**src/rtl/cfg_pkg.sv**
```systemverilog
// Shared constants and helpers for the configuration stream decoder.
// Assumes 32-bit words and 5-bit register addresses.
package cfg_pkg;
    localparam logic [31:0] PAD_WORD  = 32'hFFFF_FFFF;
    localparam logic [31:0] SYNC_WORD = 32'hAA99_5566;
    localparam logic [31:0] CMD_RCRC  = 32'h0000_0007;

    localparam logic [4:0] RA_FAR  = 5'h01;
    localparam logic [4:0] RA_FDRI = 5'h02;
    localparam logic [4:0] RA_CMD  = 5'h04;
    localparam logic [4:0] RA_ID   = 5'h0E;

    localparam logic [2:0] HT_SHORT = 3'b001;
    localparam logic [2:0] HT_LONG  = 3'b010;
    localparam logic [1:0] OP_NOP   = 2'b00;
    localparam logic [1:0] OP_WR    = 2'b10;

    typedef enum logic [1:0] {
        HUNT_IDLE = 2'd0,
        HUNT_PAD  = 2'd1,
        HUNT_LOCK = 2'd2
    } hunt_t;

    function automatic logic [2:0] hdr_kind(input logic [31:0] w);
        return w[31:29];
    endfunction

    function automatic logic [1:0] hdr_op(input logic [31:0] w);
        return w[28:27];
    endfunction
endpackage

```
**src/rtl/cfg_sync_hunter.sv**
```systemverilog
// Sync hunter: looks for the pad word directly followed by the sync word.
// Once locked it stays locked until reset. Assumes one word per accepted cycle.
module cfg_sync_hunter
    import cfg_pkg::*;
(
    input  logic        clk,
    input  logic        rst_n,
    input  logic        take,
    input  logic [31:0] word,
    output logic        locked
);
    hunt_t st_q;

    // Advance the hunt on every word accepted before lock.
    always_ff @(posedge clk) begin
        if (!rst_n) begin
            st_q <= HUNT_IDLE;
        end else if (take) begin
            case (st_q)
                HUNT_IDLE: if (word == PAD_WORD) st_q <= HUNT_PAD;
                HUNT_PAD: begin
                    if (word == SYNC_WORD)     st_q <= HUNT_LOCK;
                    else if (word != PAD_WORD) st_q <= HUNT_IDLE;
                end
                default:   st_q <= HUNT_LOCK;
            endcase
        end
    end

    assign locked = (st_q == HUNT_LOCK);
endmodule

```
**src/rtl/cfg_pkt_parser.sv**
```systemverilog
// Packet parser: turns header words into a register select and a payload
// count, then presents each payload word as a write strobe. Assumes words
// are only offered after sync lock.
module cfg_pkt_parser
    import cfg_pkg::*;
(
    input  logic        clk,
    input  logic        rst_n,
    input  logic        take,
    input  logic [31:0] word,
    output logic        wr_en,
    output logic [4:0]  wr_addr,
    output logic [31:0] wr_data,
    output logic        err
);
    localparam int CNT_W = 27;

    logic             in_pay_q;
    logic [CNT_W-1:0] left_q;
    logic [4:0]       sel_q;
    logic             sel_ok_q;
    logic             err_q;

    // Present the current payload word as a register write.
    always_comb begin
        wr_en   = take && in_pay_q;
        wr_addr = sel_q;
        wr_data = word;
    end

    // Header decode, payload counting and sticky error tracking.
    always_ff @(posedge clk) begin
        if (!rst_n) begin
            in_pay_q <= 1'b0;
            left_q   <= '0;
            sel_q    <= '0;
            sel_ok_q <= 1'b0;
            err_q    <= 1'b0;
        end else if (take) begin
            if (in_pay_q) begin
                left_q <= left_q - 1'b1;
                if (left_q == CNT_W'(1)) in_pay_q <= 1'b0;
            end else begin
                case (hdr_kind(word))
                    HT_SHORT: begin
                        if (hdr_op(word) == OP_WR) begin
                            sel_q    <= word[17:13];
                            sel_ok_q <= 1'b1;
                            left_q   <= CNT_W'(word[10:0]);
                            in_pay_q <= (word[10:0] != 11'd0);
                        end else if (hdr_op(word) != OP_NOP) begin
                            err_q <= 1'b1;
                        end
                    end
                    HT_LONG: begin
                        if (!sel_ok_q || hdr_op(word) != OP_WR) begin
                            err_q <= 1'b1;
                        end else begin
                            left_q   <= word[26:0];
                            in_pay_q <= (word[26:0] != 27'd0);
                        end
                    end
                    default: err_q <= 1'b1;
                endcase
            end
        end
    end

    assign err = err_q;
endmodule

```
**src/rtl/cfg_reg_router.sv**
```systemverilog
// Register router: applies payload writes to the command register, the
// frame address and the identity check, and forwards frame-data writes
// with their frame index/offset tag. FRAME_WORDS must be at least 2.
module cfg_reg_router
    import cfg_pkg::*;
#(
    parameter int          FRAME_WORDS = 4,
    parameter int          FIDX_W      = 16,
    parameter logic [31:0] EXPECTED_ID = 32'h01C1_0093,
    localparam int         OFF_W       = $clog2(FRAME_WORDS)
) (
    input  logic              clk,
    input  logic              rst_n,
    input  logic              wr_en,
    input  logic [4:0]        wr_addr,
    input  logic [31:0]       wr_data,
    output logic              frame_valid,
    output logic [31:0]       frame_data,
    output logic [FIDX_W-1:0] frame_index,
    output logic [OFF_W-1:0]  frame_offset,
    output logic [31:0]       last_cmd,
    output logic              crc_reset,
    output logic              id_mismatch
);
    logic [FIDX_W-1:0] idx_q;
    logic [OFF_W-1:0]  off_q;
    logic              at_end;
    logic              fwd;
    logic              bad_id_q;

    // Detect the last word position of a frame; cheaper when a power of two.
    generate
        if (FRAME_WORDS == (1 << OFF_W)) begin : g_pow2
            assign at_end = &off_q;
        end else begin : g_gen
            assign at_end = (off_q == OFF_W'(FRAME_WORDS - 1));
        end
    endgenerate

    assign fwd = wr_en && (wr_addr == RA_FDRI) && !bad_id_q;

    // Frame address: load on a frame-address write, step on forwarded data.
    always_ff @(posedge clk) begin
        if (!rst_n) begin
            idx_q <= '0;
            off_q <= '0;
        end else if (wr_en && wr_addr == RA_FAR) begin
            idx_q <= wr_data[FIDX_W-1:0];
            off_q <= '0;
        end else if (fwd) begin
            if (at_end) begin
                off_q <= '0;
                idx_q <= idx_q + 1'b1;
            end else begin
                off_q <= off_q + 1'b1;
            end
        end
    end

    // Forwarded frame word and its tag.
    always_ff @(posedge clk) begin
        if (!rst_n) begin
            frame_valid  <= 1'b0;
            frame_data   <= '0;
            frame_index  <= '0;
            frame_offset <= '0;
        end else begin
            frame_valid <= fwd;
            if (fwd) begin
                frame_data   <= wr_data;
                frame_index  <= idx_q;
                frame_offset <= off_q;
            end
        end
    end

    // Command register and the reset-CRC pulse.
    always_ff @(posedge clk) begin
        if (!rst_n) begin
            last_cmd  <= '0;
            crc_reset <= 1'b0;
        end else begin
            crc_reset <= wr_en && (wr_addr == RA_CMD) && (wr_data == CMD_RCRC);
            if (wr_en && wr_addr == RA_CMD) last_cmd <= wr_data;
        end
    end

    // Sticky identity mismatch.
    always_ff @(posedge clk) begin
        if (!rst_n) begin
            bad_id_q <= 1'b0;
        end else if (wr_en && wr_addr == RA_ID && wr_data != EXPECTED_ID) begin
            bad_id_q <= 1'b1;
        end
    end

    assign id_mismatch = bad_id_q;
endmodule

```
**src/rtl/cfg_stream_decoder.sv**
```systemverilog
// Top of the configuration packet stream decoder: sync hunt, packet parse,
// register routing and frame-address stepping. Input words are taken
// whenever in_valid is high out of reset; outputs are registered.
module cfg_stream_decoder #(
    parameter int          FRAME_WORDS = 4,
    parameter int          FIDX_W      = 16,
    parameter logic [31:0] EXPECTED_ID = 32'h01C1_0093,
    localparam int         OFF_W       = $clog2(FRAME_WORDS)
) (
    input  logic              clk,
    input  logic              rst_n,
    input  logic              in_valid,
    input  logic [31:0]       in_data,
    output logic              in_ready,
    output logic              synced,
    output logic              frame_valid,
    output logic [31:0]       frame_data,
    output logic [FIDX_W-1:0] frame_index,
    output logic [OFF_W-1:0]  frame_offset,
    output logic [31:0]       last_cmd,
    output logic              crc_reset,
    output logic              id_mismatch,
    output logic              decode_error
);
    logic        ready_q;
    logic        take;
    logic        locked;
    logic        wr_en;
    logic [4:0]  wr_addr;
    logic [31:0] wr_data;

    // Ready comes up one edge after reset is released.
    always_ff @(posedge clk) begin
        if (!rst_n) ready_q <= 1'b0;
        else        ready_q <= 1'b1;
    end

    assign in_ready = ready_q;
    assign take     = in_valid && ready_q;
    assign synced   = locked;

    cfg_sync_hunter u_hunt (
        .clk    (clk),
        .rst_n  (rst_n),
        .take   (take && !locked),
        .word   (in_data),
        .locked (locked)
    );

    cfg_pkt_parser u_parse (
        .clk     (clk),
        .rst_n   (rst_n),
        .take    (take && locked),
        .word    (in_data),
        .wr_en   (wr_en),
        .wr_addr (wr_addr),
        .wr_data (wr_data),
        .err     (decode_error)
    );

    cfg_reg_router #(
        .FRAME_WORDS (FRAME_WORDS),
        .FIDX_W      (FIDX_W),
        .EXPECTED_ID (EXPECTED_ID)
    ) u_route (
        .clk          (clk),
        .rst_n        (rst_n),
        .wr_en        (wr_en),
        .wr_addr      (wr_addr),
        .wr_data      (wr_data),
        .frame_valid  (frame_valid),
        .frame_data   (frame_data),
        .frame_index  (frame_index),
        .frame_offset (frame_offset),
        .last_cmd     (last_cmd),
        .crc_reset    (crc_reset),
        .id_mismatch  (id_mismatch)
    );
endmodule

```
**config.mk**
```make
export PLATFORM = sky130hd
export DESIGN_NAME = cfg_stream_decoder
export DESIGN_NICKNAME = d
export VERILOG_FILES = /design/src/rtl/cfg_pkg.sv /design/src/rtl/cfg_sync_hunter.sv /design/src/rtl/cfg_pkt_parser.sv /design/src/rtl/cfg_reg_router.sv /design/src/rtl/cfg_stream_decoder.sv
export SDC_FILE = /design/constraint.sdc
export NUM_CORES = 1
export LEC_CHECK = 0
export BUFFER_PORTS_ARGS = -buffer_cell sky130_fd_sc_hd__buf_2
export CORE_UTILIZATION = 52
export DETAILED_ROUTE_END_ITERATION = 12
export GPL_TIMING_DRIVEN = 0
export PLACE_DENSITY = 0.88
export SYNTH_ARGS = -nofsm -noshare
export SYNTH_HDL_FRONTEND = slang
export SYNTH_SLANG_ARGS = --single-unit
```
**constraint.sdc**
```tcl
create_clock -name clk -period 2.45 [get_ports clk]
set_input_delay 0.3675 -clock clk [delete_from_list [all_inputs] [get_ports clk]]
set_output_delay 0.3675 -clock clk [all_outputs]
set_load 0.02 [all_outputs]
```
==> results.sh <==
export IMPL_start_util_pct=53.43
export IMPL_holdBufCountCts=0
export IMPL_gr_total_overflow=0
export IMPL_cts_tree="done"
export IMPL_place_inst=1069
export IMPL_die_h_um=113.1
export IMPL_slew_headroom_pct=41.45
export IMPL_cts_sinks=141
export IMPL_power_density_nw_per_um2=614.7
export IMPL_ys_seq_area_share_pct=43.99
export IMPL_reg2reg_depth=5
export IMPL_first_pass_iters=7
export IMPL_leakage_nw=3.211
export IMPL_finalSetupViolCount=0
export IMPL_holdPathStages=1
export IMPL_fin_crit_ns=2.318
export IMPL_r2r_start="u_hunt.st_q[1]"
export IMPL_mostFrequentLayoutCell="nand2_1"
export IMPL_clock_latency_ns=0.43
export IMPL_ys_async_sr_fraction_pct=0
export IMPL_path_max_fanout=10
export IMPL_cp_arrival_ns=2.63
export IMPL_syn_inst=801
export IMPL_grt_max_degree=17
export IMPL_cts_buffers=17
export IMPL_dr_total_vias=7005
export IMPL_drive_gt1_share_pct=18.59
export IMPL_post_route_util_pct=64.33
export IMPL_nets=980
export IMPL_required_ns=2.76
export IMPL_drt_total_wl_um=22000
export IMPL_ys_types=58
export IMPL_status="finished clean"
export IMPL_synthFlopType="dfxtp_1"
export IMPL_ios=123
export IMPL_clockBufferDepth=2
export IMPL_worstMarginPinSlew_ns=0.8759
export IMPL_antennaDiodeCount=0
export IMPL_hold_path_class="in -> reg"
export IMPL_fmax_mhz=431.3
export IMPL_fin_cells=1099
export IMPL_worstSetupPathType="reg -> reg"
export IMPL_grt_use_total_pct=34.63
export IMPL_fin_crit_sh_pct=94.63
export IMPL_die_area_um2=12790
export IMPL_layout_common_cells="nand2_1, dfxtp_1, buf_2, a21oi_1, nor2_1"
export IMPL_grt_pass1_wl_um=33880
export IMPL_io_buffers=121
export IMPL_area_growth_pct=20.41
export IMPL_synth_area_um2=6417
export IMPL_report_final_hold_viol_count=0
export IMPL_hpwl_um=15100
export IMPL_synth_edf_count=0
export IMPL_ctsHtreeMaxLevel=4
export IMPL_wire_per_inst_um=20.02
export IMPL_remaining_drc_errors=0
export IMPL_globalplace_congestion=1.024
export IMPL_grt_setup_unrepaired="false"
export IMPL_avgSynthCellArea_um2=8.012
export IMPL_drv_cap=0
export IMPL_synth_seq_cells=141
export IMPL_ir_worst_vdd_v=0.0004563
export IMPL_slew_viol_final=0
export IMPL_core_um2=12010
export IMPL_detail_route_antenna_nets=0
export IMPL_drtIter0Drc=1047
export IMPL_fp_dieW_um=113.1
export IMPL_first_global_vias=6504
export IMPL_antenna_found_initial=0
export IMPL_cp_end_kind="flip-flop"
export IMPL_startpoint_type="flip-flop"
export IMPL_clk_pin_slew_ns=0.06
export IMPL_hold_path_startpoint="rst_n"
export IMPL_postCtsSetupRepairBufs=0
export IMPL_synth_nets=840
export IMPL_routed_via_density=6.374
export IMPL_num_rows=40
export IMPL_startpoint="u_hunt.st_q[1]"
export IMPL_fin_worst_skew_ns=0.01437
export IMPL_tns_ns=0
export IMPL_cts_root_buffer="clkbuf_16"
export IMPL_yosysWarnings=0
[final cells by class]
type | count | area, µm²
fill | 990 | 4284
multi-input combinational | 598 | 3369
sequential | 141 | 2823
timing repair buffer | 121 | 605.6
clock buffer | 22 | 454.2
buffer | 51 | 203.9
tap | 147 | 183.9
clock inverter | 8 | 46.29
inverter | 11 | 41.29
[where the power goes]
group          leakage [nW]  switching [mW]  total, mW  internal [mW]
Sequential             1.14         0.00163       2.30           2.30
Clock                 0.249           0.950       2.24           1.29
Combinational          1.83           0.162      0.209         0.0469
[worst paths after layout]
kind / to / slack, ns
max: u_route.crc_reset / 0.13
min reg2reg: u_route.frame_index[1] / 0.45
max reg2reg: u_route.crc_reset / 0.13
min: in_ready / 0.09
[metal layers]
layer | global-route usage, % | wire length, µm | up-vias
met4 | 19.30 | 1044 | 0
met2 | 53.37 | 9697 | 480
li1 | - | - | 3156
met5 | 0 | 0 | -
met1 | 43.38 | 8568 | 3259
met3 | 10.34 | 2692 | 110
[logic make-up after synthesis]
logic type	Yosys count	synth area share (%)
compound gates	188	17.80
xor+xnor	7	0.9554
fa+ha+maj	4	0.7799
buf+inv	62	3.821
flops	141	43.99
mux	38	5.927
simple gates	361	26.73
[worst max-delay path: stages, from the launching register on]
cell and delay (ns):
dfxtp_1 0.41, nand4b_1 0.28, nor2_2 0.38, nand4_1 0.43, buf_2 0.37, nor3_1 0.34
[through the flow]
stage	setup WS (ns)	hold slack (ns)	cell area, µm²	total power, mW
floorplan	0.4609	0.3952	6417	2.415
CTS	0.01571	0.08913	7725	4.741
global placement	-0.1428	0.4398	7207	2.541
detailed placement	-0.1590	0.4437	7207	2.540
finish	0.1316	0.09264	7727	4.750
global route	0.01654	0.1003	7727	4.865
[sequential cells by signal, summed over array words and instances (netlist names), 2 cells and up]
| signal | cells |
|---|---|
| u_hunt.st_q | 2 |
| u_parse.left_q | 27 |
| u_parse.wr_addr | 5 |
| u_route.frame_data | 32 |
| u_route.frame_index | 16 |
| u_route.frame_offset | 2 |
| u_route.idx_q | 16 |
| u_route.last_cmd | 32 |
| u_route.off_q | 2 |
[cell usage after synthesis (all sizes together) (4+ instances only)]
master,instances,area (µm²)
a211oi,7,52.55
a21oi,96,484.2
a221oi,4,35.03
a22oi,6,45.04
a31oi,9,56.30
and3,6,37.54
and4,6,52.55
buf,16,72.57
clkbuf,35,131.4
dfxtp,141,2823
ha,4,50.05
inv,11,41.29
mux2i,38,380.4
nand2,154,578.1
nand3,21,105.1
nand4,18,112.6
nor2,77,289.0
nor2b,5,31.28
nor3,25,125.1
nor4,20,146.4
o211ai,5,37.54
o21ai,23,115.1
o22ai,8,50.05
o2bb2ai,4,35.03
o32ai,4,35.03
or2,4,25.02
or3,4,25.02
or4,6,48.80
xnor2,4,35.03
[timing repair]
item,in CTS,in global routing
endpoints found under the hold margin,0,0
setup endpoints to repair,12,30
resized for setup,3,1
pin swaps,0,0
Power figures use the tool's default switching activity.
